File: src/rtl/tick_pkg.sv
package tick_pkg;
  // word index (byte offset >> 2) of each register in the window
  localparam int unsigned WIDX_CTRL   = 4;
  localparam int unsigned WIDX_RELOAD = 5;
  localparam int unsigned WIDX_CUR    = 6;
  localparam int unsigned WIDX_CALIB  = 7;

  // control/status bit positions
  localparam int unsigned BIT_EN   = 0;
  localparam int unsigned BIT_IE   = 1;
  localparam int unsigned BIT_FLAG = 16;

  typedef enum logic [2:0] {
    SEL_NONE,
    SEL_CTRL,
    SEL_RELOAD,
    SEL_CUR,
    SEL_CALIB
  } reg_sel_e;
endpackage

File: src/rtl/tick_regs.sv
module tick_regs
  import tick_pkg::*;
#(
  parameter int unsigned ADDR_W      = 8,
  parameter int unsigned DATA_W      = 32,
  parameter int unsigned CNT_W       = 24,
  parameter logic [31:0] CALIB_VALUE = 32'h0000_2710
) (
  input  logic              clk,
  input  logic              rst,
  input  logic              wr_en,
  input  logic              rd_en,
  input  logic [ADDR_W-1:0] addr,
  input  logic [DATA_W-1:0] wr_data,
  input  logic [CNT_W-1:0]  cur,
  input  logic              flag,
  output logic              en,
  output logic              ie,
  output logic [CNT_W-1:0]  reload,
  output logic              cur_wr,
  output logic              flag_rd,
  output logic [DATA_W-1:0] rd_data
);
  localparam int unsigned PAD_W = DATA_W - CNT_W;

  reg_sel_e sel;

  function automatic reg_sel_e decode(input logic [ADDR_W-1:0] a);
    case (int'(a[ADDR_W-1:2]))
      WIDX_CTRL:   return SEL_CTRL;
      WIDX_RELOAD: return SEL_RELOAD;
      WIDX_CUR:    return SEL_CUR;
      WIDX_CALIB:  return SEL_CALIB;
      default:     return SEL_NONE;
    endcase
  endfunction

  assign sel     = decode(addr);
  assign cur_wr  = wr_en && (sel == SEL_CUR);
  assign flag_rd = rd_en && (sel == SEL_CTRL);

  logic unused_bits;
  assign unused_bits = ^{addr[1:0], wr_data[DATA_W-1:CNT_W]};

  always_ff @(posedge clk) begin
    if (rst) begin
      en     <= 1'b0;
      ie     <= 1'b0;
      reload <= '0;
    end else if (wr_en) begin
      case (sel)
        SEL_CTRL: begin
          en <= wr_data[BIT_EN];
          ie <= wr_data[BIT_IE];
        end
        SEL_RELOAD: reload <= wr_data[CNT_W-1:0];
        default: ;
      endcase
    end
  end

  logic [DATA_W-1:0] rd_mux;
  always_comb begin
    rd_mux = '0;
    case (sel)
      SEL_CTRL: begin
        rd_mux[BIT_EN]   = en;
        rd_mux[BIT_IE]   = ie;
        rd_mux[BIT_FLAG] = flag;
      end
      SEL_RELOAD: rd_mux = {{PAD_W{1'b0}}, reload};
      SEL_CUR:    rd_mux = {{PAD_W{1'b0}}, cur};
      SEL_CALIB:  rd_mux = CALIB_VALUE[DATA_W-1:0];
      default:    rd_mux = '0;
    endcase
  end

  always_ff @(posedge clk) begin
    if (rst)        rd_data <= '0;
    else if (rd_en) rd_data <= rd_mux;
    else            rd_data <= '0;
  end

  assert_reload_upper_zero_R1: assert property (@(posedge clk) disable iff (rst)
    (rd_en && sel == SEL_RELOAD) |=> (rd_data[DATA_W-1:CNT_W] == '0));

  assert_calib_fixed_R2: assert property (@(posedge clk) disable iff (rst)
    (rd_en && sel == SEL_CALIB) |=> (rd_data == CALIB_VALUE[DATA_W-1:0]));

  assert_idle_read_zero_R2: assert property (@(posedge clk) disable iff (rst)
    !rd_en |=> (rd_data == '0));
endmodule

File: src/rtl/tick_counter.sv
module tick_counter #(
  parameter int unsigned CNT_W = 24
) (
  input  logic             clk,
  input  logic             rst,
  input  logic             en,
  input  logic             ie,
  input  logic [CNT_W-1:0] reload,
  input  logic             cur_wr,
  input  logic             flag_rd,
  output logic [CNT_W-1:0] cur,
  output logic             flag,
  output logic             irq
);
  localparam logic [CNT_W-1:0] ONE = CNT_W'(1);

  logic expire;
  assign expire = en && (cur == ONE) && !cur_wr;

  always_ff @(posedge clk) begin
    if (rst) begin
      cur  <= '0;
      flag <= 1'b0;
      irq  <= 1'b0;
    end else begin
      irq <= expire && ie;
      if (cur_wr) begin
        cur  <= '0;
        flag <= 1'b0;
      end else begin
        if (en) begin
          if (cur == '0) cur <= reload;
          else           cur <= cur - ONE;
        end
        if (expire)       flag <= 1'b1;
        else if (flag_rd) flag <= 1'b0;
      end
    end
  end

  assert_irq_single_R8: assert property (@(posedge clk) disable iff (rst)
    irq |=> !irq);

  assert_irq_with_flag_R8: assert property (@(posedge clk) disable iff (rst)
    irq |-> flag);

  assert_zero_loads_R4: assert property (@(posedge clk) disable iff (rst)
    (en && cur == '0 && !cur_wr) |=> (cur == $past(reload)));

  assert_cur_write_clears_R3: assert property (@(posedge clk) disable iff (rst)
    cur_wr |=> (cur == '0 && !flag && !irq));

  assert_hold_when_off_R9: assert property (@(posedge clk) disable iff (rst)
    (!en && !cur_wr) |=> $stable(cur));

  assert_zero_reload_stays_R5: assert property (@(posedge clk) disable iff (rst)
    (en && reload == '0 && cur == '0 && !cur_wr) |=> (cur == '0 && !irq));
endmodule

File: src/rtl/tick_timer.sv
module tick_timer #(
  parameter int unsigned ADDR_W      = 8,
  parameter int unsigned DATA_W      = 32,
  parameter int unsigned CNT_W       = 24,
  parameter logic [31:0] CALIB_VALUE = 32'h0000_2710
) (
  input  logic              clk,
  input  logic              rst,
  input  logic              wr_en,
  input  logic              rd_en,
  input  logic [ADDR_W-1:0] addr,
  input  logic [DATA_W-1:0] wr_data,
  output logic [DATA_W-1:0] rd_data,
  output logic              irq
);
  logic             en, ie, cur_wr, flag_rd, flag;
  logic [CNT_W-1:0] reload, cur;

  tick_regs #(
    .ADDR_W(ADDR_W), .DATA_W(DATA_W), .CNT_W(CNT_W), .CALIB_VALUE(CALIB_VALUE)
  ) u_regs (
    .clk(clk), .rst(rst), .wr_en(wr_en), .rd_en(rd_en), .addr(addr),
    .wr_data(wr_data), .cur(cur), .flag(flag), .en(en), .ie(ie),
    .reload(reload), .cur_wr(cur_wr), .flag_rd(flag_rd), .rd_data(rd_data)
  );

  tick_counter #(.CNT_W(CNT_W)) u_cnt (
    .clk(clk), .rst(rst), .en(en), .ie(ie), .reload(reload),
    .cur_wr(cur_wr), .flag_rd(flag_rd), .cur(cur), .flag(flag), .irq(irq)
  );
endmodule

File: config.mk
export PLATFORM = sky130hd
export DESIGN_NAME = tick_timer
export DESIGN_NICKNAME = d
export VERILOG_FILES = /design/src/rtl/tick_pkg.sv /design/src/rtl/tick_regs.sv /design/src/rtl/tick_counter.sv /design/src/rtl/tick_timer.sv
export SDC_FILE = /design/constraint.sdc
export NUM_CORES = 1
export LEC_CHECK = 0
export CAP_MARGIN = 30
export CORE_MARGIN = 8
export CORE_UTILIZATION = 40
export CTS_BUF_LIST = sky130_fd_sc_hd__clkbuf_4 sky130_fd_sc_hd__clkbuf_8
export CTS_CLUSTER_DIAMETER = 80
export DETAILED_ROUTE_END_ITERATION = 8
export PLACE_DENSITY = 0.76
export REMOVE_ABC_BUFFERS = 1
export SYNTH_ARGS = -nofsm -noshare
export SYNTH_HDL_FRONTEND = slang
export SYNTH_SLANG_ARGS = --single-unit
File: constraint.sdc
create_clock -name clk -period 3.9 [get_ports clk]
set_input_delay 0.975 -clock clk [delete_from_list [all_inputs] [get_ports clk]]
set_output_delay 0.975 -clock clk [all_outputs]
set_load 0.02 [all_outputs]
==> impl_metrics.json <==
{
  "status": "finished, final reports clean",
  "final.fill_count": 855,
  "start_util_pct": 41.12,
  "worstPathRequired_ns": 4.13,
  "fin_crit_sh_pct": 74.87,
  "gr-total-overflow": 0,
  "clock_latency_ns": 0.35,
  "post_cts_buffers": 0,
  "critical-path-max-stage-delay_ns": 0.73,
  "switching_share_pct": 22.38,
  "clock_skew_ns": 0.008442,
  "syn-mean-instance-area_um2": 8.092,
  "hold_buffers": 0,
  "crit_type": "input port to flip-flop",
  "cts.sink_count": 76,
  "cp_cell_sequence": "clkdlybuf4s50_1 -> or4b_2 -> nor3_2 -> nand2_1 -> nand2_1 -> a21oi_1",
  "postSynthCellCount": 441,
  "synth_top_area_share_pct": 42.64,
  "diodes": 0,
  "yosysSeqAreaShare_pct": 42.64,
  "grt_pass1_wl_um": 15750,
  "cts_tree": "done",
  "drive_gt1_share_pct": 8.114,
  "cts_buffers": 9,
  "final-setup-viol-count": 0,
  "vdd_ir_drop_max_uv": 164.6,
  "hold_viol_final": 0,
  "hpwl_um": 6789,
  "io_pins": 77,
  "clk_path_buf_depth": 2,
  "slowest_stage": "or4b_2",
  "ys.flop_type": "dfxtp_1",
  "io_buffers": 58,
  "clk_transition_reported_paths_ns": 0.08,
  "grt_max_degree": 32,
  "final_util_pct": 50.55,
  "area_delta_synth_final_pct": 22.93,
  "leakage_nw": 1.500,
  "final_cell_area_um2": 4387,
  "path_max_fanout": 24,
  "cp_common_cell": "nand2_1",
  "p_int_w": 0.001192,
  "cts_root_buf": "clkbuf_8",
  "synth_common_cells": "dfxtp_1, nand2_1, a21oi_1, nor2_1, clkbuf_1",
  "synth_area_leaders": "dfxtp_1, nand2_1, a21oi_1",
  "grt_pass1_vias": 3120,
  "dieArea_um2": 12200,
  "drv_slew": 0,
  "antenna_found_initial": 0,
  "pwr-share-comb_pct": 6.8,
  "synthDistinctLibCells": 53,
  "synth-seq-cells": 76,
  "tightest_slew_ns": 0.8754,
  "finalWirelength_um": 9604,
  "fp.coreArea_um2": 8678,
  "ant_nets": 0,
  "cap_violations": 0,
  "hp-class": "flip-flop to flip-flop",
  "rows": 34,
  "crit_path_start_kind": "input port",
  "yosys.area.top_type": "dfxtp_1",
  "fp.dieW_um": 110.5,
  "clkPwrFrac_pct": 42.4,
  "placed_cell_area_um2": 4165,
  "synthesis.area_um2": 3568,
  "first_iter_violations": 252,
  "endpoint_kind": "flip-flop",
  "power_density_nw_per_um2": 350.0,
  "gr-usage-all-layers_pct": 15.29,
  "p_switching_w": 0.0003436,
  "rsz0062_at_grt": "no",
  "worst_ep_arrival_time_ns": 3.15,
  "ys_async_sr_fraction_pct": 0,
  "fmax_ghz": 0.3425,
  "max-slew-margin-rel_pct": 41.50,
  "wl_per_cell_um": 15.98,
  "finalSetupTns_ns": 0,
  "yosys_warnings": 0,
  "nets": 535,
  "drc": 0,
  "synth_edf_count": 0,
  "avgViaCountPerCell": 5.609,
  "dr.pass1.iters": 5,
  "die_h_um": 110.5,
  "cts_repair_resize_count": 0,
  "p_seq_share_pct": 50.7,
  "gp_congestion": 0.9177,
  "htree_levels": 3,
  "fin_crit_ns": 2.920,
  "vias": 3371
}
==> cell type report <==
type / count / area [um2] / area share, %
Inverter: 12 / 45.04 / 1.027
Timing Repair Buffer: 69 / 663.1 / 15.12
Sequential cell: 76 / 1521 / 34.68
Multi-Input combinational cell: 320 / 1800 / 41.04
Clock inverter: 3 / 42.54 / 0.9698
Clock buffer: 13 / 178.9 / 4.079
Tap cell: 108 / 135.1 / 3.080
==> path summary, 6_finish.rpt <==
| path | start | end | slack, ns | cells after the start |
|---|---|---|---|---|
| worst max register to register | u_cnt.cur[4] | u_cnt.cur[23] | 1.19 | 5 |
| worst max-delay path | addr[5] | u_regs.reload[5] | 0.98 | 6 |
| worst min-delay path | u_cnt.flag | u_cnt.flag | 0.47 | 2 |
| worst min register to register | u_cnt.flag | u_cnt.flag | 0.47 | 2 |
==> placed cells by master, fill, tap and decap left out, types with 3 or more instances in the layout <==
| master | netlist | routed |
|---|---|---|
| a221oi_1 | 3 | 3 |
| clkdlybuf4s50_1 | 0 | 58 |
| buf_4 | 8 | 11 |
| inv_1 | 11 | 11 |
| clkbuf_8 | 1 | 13 |
| nor3_1 | 17 | 17 |
| nor4_1 | 9 | 9 |
| o22ai_1 | 7 | 7 |
| mux2_2 | 4 | 4 |
| a21oi_1 | 47 | 47 |
| a22oi_1 | 20 | 20 |
| dfxtp_1 | 76 | 76 |
| nand2_1 | 76 | 76 |
| or3_1 | 3 | 3 |
| ha_1 | 3 | 3 |
| o21ai_0 | 17 | 17 |
| a32o_1 | 5 | 5 |
| a31oi_1 | 3 | 3 |
| nand2b_1 | 3 | 3 |
| or4_1 | 5 | 5 |
| conb_1 | 1 | 8 |
| mux2i_1 | 7 | 7 |
| a2bb2oi_1 | 4 | 4 |
| nand4_1 | 4 | 4 |
| nor3b_1 | 4 | 4 |
| nor2_1 | 33 | 33 |
| or2_2 | 3 | 3 |
| nand3_1 | 6 | 6 |
==> kinds of logic after synthesis <==
group / after synthesis / synth area share (%)
and+or+nand+nor: 177 / 23.70
AOI/OAI and AO/OA: 120 / 21.32
DFF: 76 / 42.64
buffers and inverters: 52 / 7.643
muxes: 12 / 3.541
adders and majority gates: 3 / 1.052
other: 1 / 0.1051
==> sequential cells by signal, summed over array words and instances, names as in the netlist <==
signal          cells
u_cnt.cur          24
u_regs.rd_data     24
u_regs.reload      24
u_cnt.flag          1
u_cnt.irq           1
u_regs.en           1
u_regs.ie           1
==> per-layer routing <==
metal  vias to the layer above  GRT usage [%]  part of all wire [%]
met5                         -              0                     0
met3                        12          5.087                   8.9
met1                      1575          18.78                    44
li1                       1650              -                     -
met4                         0          4.505                   1.2
met2                       134          24.68                    46
==> worst max-delay path: cells and delay by family <==
family,cells,cell delay (ns)
AO/OA/AOI/OAI,1,0.08
buffers and inverters,1,0.41
AND/OR/NAND/NOR,4,1.67
==> stage by stage <==
step / setup slack (ns) / cells / hold slack (ns) / total power, W
2_1_floorplan: 0.6189 / 408 / 0.4288 / 0.0008400
3_3_place_gp: 0.6453 / 585 / 0.4554 / 0.0008991
3_5_place_dp: 0.5975 / 585 / 0.4627 / 0.0009007
4_1_cts: 0.9705 / 601 / 0.4731 / 0.001539
5_1_grt: 0.8132 / 601 / 0.4879 / 0.001584
6_report: 0.9799 / 601 / 0.4694 / 0.001535
==> power groups by stage <==
stage / clock (W) / combinational (W) / sequential (W)
2_1_floorplan: 0 / 0.0000432 / 0.000797
3_3_place_gp: 0 / 0.000102 / 0.000797
3_5_place_dp: 0 / 0.000104 / 0.000797
4_1_cts: 0.000655 / 0.000104 / 0.000779
5_1_grt: 0.000693 / 0.000113 / 0.000779
6_report: 0.000651 / 0.000105 / 0.000779
Power figures use the tool's default switching activity.
